### config.mk
export PLATFORM = sky130hd
export DESIGN_NAME = adc_result_fmt_wdog
export DESIGN_NICKNAME = d
export VERILOG_FILES = /design/src/rtl/adc_result_fmt_wdog.sv
export SDC_FILE = /design/constraint.sdc
export NUM_CORES = 1
export LEC_CHECK = 0
export ABC_AREA = 0
export BUFFER_PORTS_ARGS = -buffer_cell sky130_fd_sc_hd__buf_2
export CAP_MARGIN = 15
export CORE_ASPECT_RATIO = 0.6
export CORE_MARGIN = 4
export CORE_UTILIZATION = 55
export CTS_CLUSTER_SIZE = 25
export DETAILED_ROUTE_END_ITERATION = 10
export GPL_ROUTABILITY_DRIVEN = 0
export GPL_TIMING_DRIVEN = 0
export PLACE_DENSITY = 0.75
export SETUP_SLACK_MARGIN = 0.4
export SYNTH_ARGS = -nofsm -noshare
export SYNTH_HDL_FRONTEND = slang
export SYNTH_SLANG_ARGS = --single-unit
### constraint.sdc
create_clock -name clk -period 3.1 [get_ports clk]
set_input_delay 0.465 -clock clk [delete_from_list [all_inputs] [get_ports clk]]
set_output_delay 0.465 -clock clk [all_outputs]
set_load 0.005 [all_outputs]
### src/rtl/adc_result_fmt_wdog.sv
module adc_result_fmt_wdog #(
  parameter int RES_W  = 10,
  parameter int CH_W   = 5,
  parameter int NCMP   = 4,
  parameter int ADDR_W = 6
) (
  input  logic              clk,
  input  logic              rst_n,
  input  logic              res_valid_i,
  input  logic [RES_W-1:0]  res_data_i,
  input  logic [CH_W-1:0]   res_ch_i,
  input  logic              res_inj_i,
  input  logic              wr_en_i,
  input  logic              rd_en_i,
  input  logic [ADDR_W-1:0] addr_i,
  input  logic [31:0]       wdata_i,
  output logic [31:0]       rdata_o,
  output logic              irq_o
);
  localparam int NCH  = 1 << CH_W;
  localparam int FILL = 16 - RES_W;
  localparam logic [ADDR_W-1:0] A_CFG  = ADDR_W'(0);
  localparam logic [ADDR_W-1:0] A_EN   = ADDR_W'(1);
  localparam logic [ADDR_W-1:0] A_FLAG = ADDR_W'(2);
  localparam int A_CMP = 8;

  logic                align_q;
  logic [NCMP-1:0]     alm_en_q, alarm_q, hit;
  logic [RES_W-1:0]    lo_q [NCMP];
  logic [RES_W-1:0]    hi_q [NCMP];
  logic [CH_W-1:0]     sel_q [NCMP];
  logic [1:0]          mode_q [NCMP];
  logic [RES_W-1:0]    res_q [NCH];
  logic [NCH-1:0]      inj_q, vld_q;

  wire res_area = addr_i[ADDR_W-1];
  wire [CH_W-1:0] rd_ch = addr_i[CH_W-1:0];
  wire flag_wr = wr_en_i && addr_i == A_FLAG;

  always_ff @(posedge clk or negedge rst_n)
    if (!rst_n) begin
      align_q  <= 1'b0;
      alm_en_q <= '0;
      alarm_q  <= '0;
    end else begin
      if (wr_en_i && addr_i == A_CFG) align_q  <= wdata_i[0];
      if (wr_en_i && addr_i == A_EN)  alm_en_q <= wdata_i[NCMP-1:0];
      alarm_q <= (alarm_q & ~(flag_wr ? wdata_i[NCMP-1:0] : '0)) | hit;
    end

  for (genvar k = 0; k < NCMP; k++) begin : g_cmp
    always_ff @(posedge clk or negedge rst_n)
      if (!rst_n) begin
        lo_q[k] <= '0; hi_q[k] <= '0; sel_q[k] <= '0; mode_q[k] <= '0;
      end else if (wr_en_i && addr_i == ADDR_W'(A_CMP + k)) begin
        lo_q[k]   <= wdata_i[RES_W-1:0];
        sel_q[k]  <= wdata_i[10 +: CH_W];
        hi_q[k]   <= wdata_i[16 +: RES_W];
        mode_q[k] <= wdata_i[27:26];
      end

    assign hit[k] = res_valid_i && sel_q[k] == res_ch_i &&
                    ((mode_q[k][0] && res_data_i > hi_q[k]) ||
                     (mode_q[k][1] && res_data_i < lo_q[k]));

    assert_mode0_quiet_R9: assert property (@(posedge clk) disable iff (!rst_n)
      $rose(alarm_q[k]) |-> ($past(mode_q[k]) != 2'd0 && $past(res_valid_i)));
  end

  always_ff @(posedge clk or negedge rst_n)
    if (!rst_n) begin
      vld_q <= '0;
      inj_q <= '0;
      for (int c = 0; c < NCH; c++) res_q[c] <= '0;
    end else begin
      for (int c = 0; c < NCH; c++)
        if (res_valid_i && res_ch_i == CH_W'(c)) begin
          res_q[c] <= res_data_i;
          inj_q[c] <= res_inj_i;
          vld_q[c] <= 1'b1;
        end else if (rd_en_i && res_area && rd_ch == CH_W'(c)) begin
          vld_q[c] <= 1'b0;
        end
    end

  always_comb begin
    rdata_o = '0;
    if (res_area)
      rdata_o = {vld_q[rd_ch], 14'b0, inj_q[rd_ch],
                 align_q ? {res_q[rd_ch], FILL'(0)} : {FILL'(0), res_q[rd_ch]}};
    else if (addr_i == A_CFG)  rdata_o[0] = align_q;
    else if (addr_i == A_EN)   rdata_o[NCMP-1:0] = alm_en_q;
    else if (addr_i == A_FLAG) rdata_o[NCMP-1:0] = alarm_q;
    else
      for (int k = 0; k < NCMP; k++)
        if (addr_i == ADDR_W'(A_CMP + k)) begin
          rdata_o[RES_W-1:0]   = lo_q[k];
          rdata_o[10 +: CH_W]  = sel_q[k];
          rdata_o[16 +: RES_W] = hi_q[k];
          rdata_o[27:26]       = mode_q[k];
        end
  end

  assign irq_o = |(alarm_q & alm_en_q);

  assert_flag_sticky_R10: assert property (@(posedge clk) disable iff (!rst_n)
    !flag_wr |=> ((alarm_q & $past(alarm_q)) == $past(alarm_q)));

  assert_valid_set_R5: assert property (@(posedge clk) disable iff (!rst_n)
    res_valid_i |=> vld_q[$past(res_ch_i)]);

  assert_valid_consume_R4: assert property (@(posedge clk) disable iff (!rst_n)
    (rd_en_i && res_area && !(res_valid_i && res_ch_i == rd_ch)) |=> !vld_q[$past(rd_ch)]);

  assert_irq_needs_enable_R11: assert property (@(posedge clk) disable iff (!rst_n)
    (alm_en_q == '0) |-> !irq_o);
endmodule

==> results of run 1 <==
## how the worst min path moves through the flow
stage	cells after the start	end	slack, ns
global route	2	mode_q[4]$_DFFE_PN0P_	0.15
floorplan	0	alarm_q[0]$_DFF_PN0_	0.17
finish	2	sel_q[2]$_DFFE_PN0P_	0.14
CTS	2	sel_q[2]$_DFFE_PN0P_	0.14
global placement	1	inj_q[27]$_DFFE_PN0P_	0.46
detailed placement	1	res_q[263]$_DFFE_PN0P_	0.44
## cell usage in the layout, fill, tap and decap left out, types with 31 or more instances in the layout
| master | instances |
|---|---|
| mux2_2 | 118 |
| a21oi_1 | 36 |
| nor2_1 | 31 |
| clkbuf_1 | 44 |
| buf_2 | 106 |
| mux2_1 | 335 |
| mux2i_1 | 40 |
| dfrtp_1 | 501 |
| nand2_1 | 92 |
| buf_4 | 41 |
| inv_1 | 79 |
| o21ai_1 | 46 |
| mux4_2 | 105 |
| o21ai_0 | 32 |
| ha_1 | 76 |
| clkbuf_16 | 47 |
## layer usage
layer	routed length [µm]	track usage	up-vias
met5	514	0.0750	-
met4	1140	0.0497	10
met3	11100	0.137	118
met2	30600	0.410	989
met1	33400	0.466	9196
li1	-	-	7275
## registers in the layout, summed over array words and instances, names as in the netlist
signal / count
sel_q: 20
align_q: 1
alarm_q: 4
inj_q: 32
lo_q: 40
hi_q: 40
mode_q: 8
alm_en_q: 4
res_q: 320
vld_q: 32
## repair_timing
action,CTS,global route
hold endpoints to repair,63,0
hold buffers,1,0
resized for setup,133,39
pin swaps,15,8
gates cloned,1,2
buffers inserted,14,18
endpoints found under the setup margin,29,26
## layout make-up
cell class,instances,share of cell area
clock buffer,57,0.0429
clock inverter,21,0.00916
antenna,6,0.000518
inverter,81,0.0108
sequential,501,0.433
timing repair buffer,118,0.0303
tap,589,0.0254
buffer,135,0.0340
multi-input combinational,1178,0.414
## critical path: cells and delay by family, from the launching register on
family                 cells  cell delay [ns]
multiplexers               3             1.27
AO/OA/AOI/OAI              1             0.09
flip-flops                 1             0.38
buffers and inverters      1             0.16
## cells by family after synthesis
family,count (synthesis),share of synthesized area
xor gates and xnor gates,20,0.00695
muxes,601,0.313
adders and majority gates,76,0.0377
DFF,501,0.497
and+or+nand+nor,265,0.0544
buffers and inverters,216,0.0378
other,1,0.000149
AOI/OAI and AO/OA,213,0.0527
## power by group
group / leakage (nW) / switching (mW) / total (mW) / internal [mW]
clock network: 0.752 / 2.59 / 5.92 / 3.33
registers: 6.44 / 0.704 / 8.43 / 7.73
logic: 6.22 / 1.64 / 3.35 / 1.71
==> impl_results.md, run 1 <==
- CTS tree: done
- VDD IR max: 0.000405 V
- Clock transition at the registers of the reported paths: 0.07 ns
- Slew at the pin closest to its max-slew limit: 1.12 ns
- IO Pins: 92
- Crit path required time: 2.63 ns
- Finished Layout Cells: 2686
- Crit path to: rdata_o[4]
- Critical Path Sink Type: output pin
- Area delta synth->final: 14.8%
- Remaining antenna violation count: 0
- CP startpoint: res_q[204]$_DFFE_PN0P_
- Clk_lat worst skew: 0.58 ns
- WL final: 76700 µm
- Fmax: 0.341 GHz
- Largest net degree at the start of global routing: 131
- Via count: 17600
- Largest cells by area after synthesis: dfrtp_1 50%, mux2_1 15%, mux4_2 9.4%
- Setup Viol. Count Final: 0
- Max_cap viols: 0
- First DRT Iteration DRCs: 1993
- Arrival time at the worst endpoint: 2.46 ns
- Category of the worst setup path launch point: flip-flop
- Die area: 49500 µm²
- Vias in the first global route: 17800
- Root buf cell: clkbuf_16
- Ys flop type: dfrtp_1
- Initial antenna violation count: 4
- Final period utilization: 0.945
- Crit path top cell by count: mux4_2
- Post-Syn Area per Cell: 13.3 µm²
- Clock Path Buffers: 3
- Worst hold path type: input port to flip-flop
- Yosys top cell area share: 0.497
- Fin crit period: 2.93 ns
- DR WL/cell: 28.6 µm
- Outcome: finished, final reports clean
- TritonCTS Buffers: 44
- Hold path start: wdata_i[12]
- CP Class: flip-flop to output pin
- Register area share after synthesis: 0.497
- Total global routing track utilization: 0.309
- Slowest CP cell: mux4_2
- Most common cell in the netlist: dfrtp_1
- Placed cell area: 26500 µm²
- Synth warn: 0
- Nets: 2194
- Storage cell area: 12500 µm²
- Core area: 45000 µm²
- RSZ-0062 raised after global routing: yes
- Yosys reg bits: 501
- Fraction of registers with async set/reset: 1.00
- Vias/cell: 6.55
- Total gr overflow: 0
- Slew margin rel.: 0.243
- Max Transition Viols Final: 0
- Endpoints failing hold: 0
- Worst r2r dst: alarm_q[1]$_DFF_PN0_
- Setup Skew: 0.0115 ns
- Row count: 60
- HPWL Detailed: 56500 µm
- Sink Count: 501
- Top cell type by total area after synthesis: dfrtp_1
- Die X: 284 µm
- DP Worst Slack: -0.747 ns
- Critical path, cell by cell: mux4_2 -> mux4_2 -> mux2i_4 -> o21ai_2 -> buf_2
- DRC viols: 0
- R2R setup slack: 0.41 ns
- Initial Util: 0.560
- Total power: 17.7 mW
- Count of buffers from port buffering: 77
- First-pass GRT wire length: 115000 µm
- Cell variety after synth: 62
- Synth top cells by count: 501 x dfrtp_1, 335 x mux2_1, 118 x mux2_2, 105 x mux4_2, 97 x nand2_1
- Final core utilization: 0.643
- Post-synth EDFFs: 0
- Fill cell count: 3279
- Final WS setup: 0.171 ns
- Final hold slack: 0.145 ns
- Die height: 174 µm
- Final design instance area without fill: 29000 µm²
- Reg2reg path depth: 7
- FF-to-FF Start: lo_q[21]$_DFFE_PN0P_
- Post-Syn Area: 25200 µm²
- CP max stage delay: 0.52 ns
- Fin Setup TNS: 0 ns
- Number of placed instances, taps included: 2565
- Area of the multi-input gates: 12000 µm²
- Crit-path max FO: 2
- Initial DRT Pass Iterations: 6
- Leak: 13.4 nW
- Pwr dens: 611 nW/µm²
- H-Tree Depth: 2
- Cells after Synth: 1893
- Layout cell share with drive strength beyond 1: 0.263
Note: power is estimated with default switching activity, not from simulation.
==> inputs of run 2 (changes only) <==
Settings changed: PLACE_DENSITY 0.75 to 0.74.
==> run 2 against run 1 <==
Net effect: combinational power is essentially flat; sequential power is essentially flat; fmax shrank 0.81%; clock power shrank 4.4%; hold slack gained 0.0065 ns; clock skew shrank 0.0035 ns; largest power group unchanged; critical path type unchanged; setup slack lost 0.024 ns; via count shrank 0.42%; core utilization shrank 0.53 points; die area is the same; non-clock buffer count shrank 12; global-route usage shrank 0.13 points.
==> impl_results.md, run 2 (same netlist as run 1, synthesis figures left out) <==
- Total global routing track utilization: 0.307
- Leak: 13.3 nW
- Final hold slack: 0.151 ns
- Slowest CP cell: mux4_2
- First-pass GRT wire length: 114000 µm
- Max_cap viols: 0
- Commonest non-fill, non-tap cell in the layout: dfrtp_1
- Largest net degree at the start of global routing: 132
- Nets: 2183
- Biggest register: res_q
- IO Pins: 92
- Initial antenna violation count: 1
- Critical Path Sink Type: output pin
- Crit-path max FO: 2
- H-Tree Depth: 2
- RSZ-0062 raised after global routing: yes
- DRC viols: 0
- TritonCTS Buffers: 45
- Slew margin rel.: 0.270
- Die X: 284 µm
- Endpoints failing hold: 0
- Clk_lat worst skew: 0.56 ns
- Remaining antenna violation count: 0
- Row count: 60
- Category of the worst setup path launch point: flip-flop
- Reg2reg path depth: 7
- Vias in the first global route: 17700
- Hold path start: wdata_i[8]
- DR WL/cell: 28.7 µm
- Hold EP: lo_q[18]$_DFFE_PN0P_
- Core area: 45000 µm²
- Total gr overflow: 0
- Via count: 17500
- Count of buffers from port buffering: 77
- Sink Count: 501
- Max Transition Viols Final: 0
- Worst r2r dst: alarm_q[2]$_DFF_PN0_
- Clock Path Buffers: 3
- Layout cell share with drive strength beyond 1: 0.253
- Setup Skew: 0.00800 ns
- FF-to-FF Start: lo_q[11]$_DFFE_PN0P_
- Clock transition at the registers of the reported paths: 0.07 ns
- Commonest non-fill, non-tap cells in the layout: 501 x dfrtp_1, 335 x mux2_1, 118 x mux2_2
- Arrival time at the worst endpoint: 2.49 ns
- Vias/cell: 6.56
- WL final: 76800 µm
- Worst hold path type: input port to flip-flop
- First DRT Iteration DRCs: 2246
- Die area: 49500 µm²
- Fill cell count: 3297
- Max reg flops: 320
- Root buf cell: clkbuf_16
- Fin crit period: 2.95 ns
- R2R setup slack: 0.62 ns
- Fmax: 0.339 GHz
- Hold Path Depth: 2
- Setup Viol. Count Final: 0
- VDD IR max: 0.000451 V
- Slew at the pin closest to its max-slew limit: 1.10 ns
- Top flop regs: res_q (320), hi_q (40), lo_q (40)
- Crit path required time: 2.63 ns
- Initial Util: 0.560
- Initial DRT Pass Iterations: 6
- Die height: 174 µm
- CP Class: flip-flop to output pin
- Total power: 17.4 mW
- Critical path, cell by cell: mux4_2 -> mux4_2 -> a221oi_2 -> a21oi_1 -> buf_2
- CTS tree: done
- Area delta synth->final: 13.9%
- Pwr dens: 606 nW/µm²
- CP max stage delay: 0.54 ns
- Final period utilization: 0.953
- HPWL Detailed: 56900 µm
- Crit path top cell by count: mux4_2
- Outcome: finished, final reports clean
-- run 2: timing repair --
item                       in CTS  in global routing
gates cloned                    0                  2
setup endpoints to repair      29                150
hold buffers                    2                  0
buffers inserted               13                  6
pin swaps                      10                  8
hold endpoints to repair       39                  0
gates resized for setup       119                 36
-- run 2: metrics by stage --
step / area [µm²] / TNS (ns) / std cells / worst slack [ns] / utilization
6_report: 28700 / 0 / 2671 / 0.147 / 0.638
5_1_grt: 28700 / 0 / 2671 / 0.110 / 0.638
4_1_cts: 28500 / 0 / 2660 / 0.148 / 0.632
3_5_place_dp: 26500 / -9.40 / 2565 / -0.742 / 0.588
3_3_place_gp: 26300 / -4119.27 / 2561 / -8.31 / 0.585
2_1_floorplan: 25200 / 0 / 1895 / 0.591 / -
-- run 2: where the power goes --
group          internal (mW)  total (mW)  switching, mW
clock                   3.10        5.66           2.56
combinational           1.69        3.32           1.63
sequential              7.73        8.43          0.701
total                   12.5        17.4           4.89
-- run 2: layout make-up --
cell class                 instances  area (µm²)  area share
sequential                       501       12500       0.437
multi-input combinational       1178       11900       0.416
clock buffer                      60        1250      0.0437
buffer                           135         966      0.0336
timing repair buffer             106         778      0.0271
tap                              589         737      0.0257
inverter                          81         313      0.0109
clock inverter                    20         184     0.00640
antenna                            1        2.50   0.0000871
-- run 2: how the worst max path moves through the flow --
stage	from	end	cells after the start
after global placement	rst_n	lo_q[16]$_DFFE_PN0P_	1
after global routing	res_q[205]$_DFFE_PN0P_	rdata_o[5]	5
after detailed placement	addr_i[1]	rdata_o[7]	9
after CTS	inj_q[3]$_DFFE_PN0P_	rdata_o[16]	5
final	inj_q[3]$_DFFE_PN0P_	rdata_o[16]	5
after floorplan	addr_i[1]	rdata_o[16]	7
-- run 2: worst max-delay path, delay by kind of cell (launching register included) --
family / cells / cell delay, ns
AOI/OAI and AO/OA: 2 / 0.34
buffers and inverters: 1 / 0.15
DFF: 1 / 0.38
muxes: 2 / 1.04
-- run 2: routing by layer --
metal,vias up,part of all wire,global-route usage
li1,7244,-,-
met4,4,0.017,0.0520
met1,9137,0.43,0.464
met2,1004,0.40,0.410
met5,-,0.0027,0
met3,126,0.15,0.144
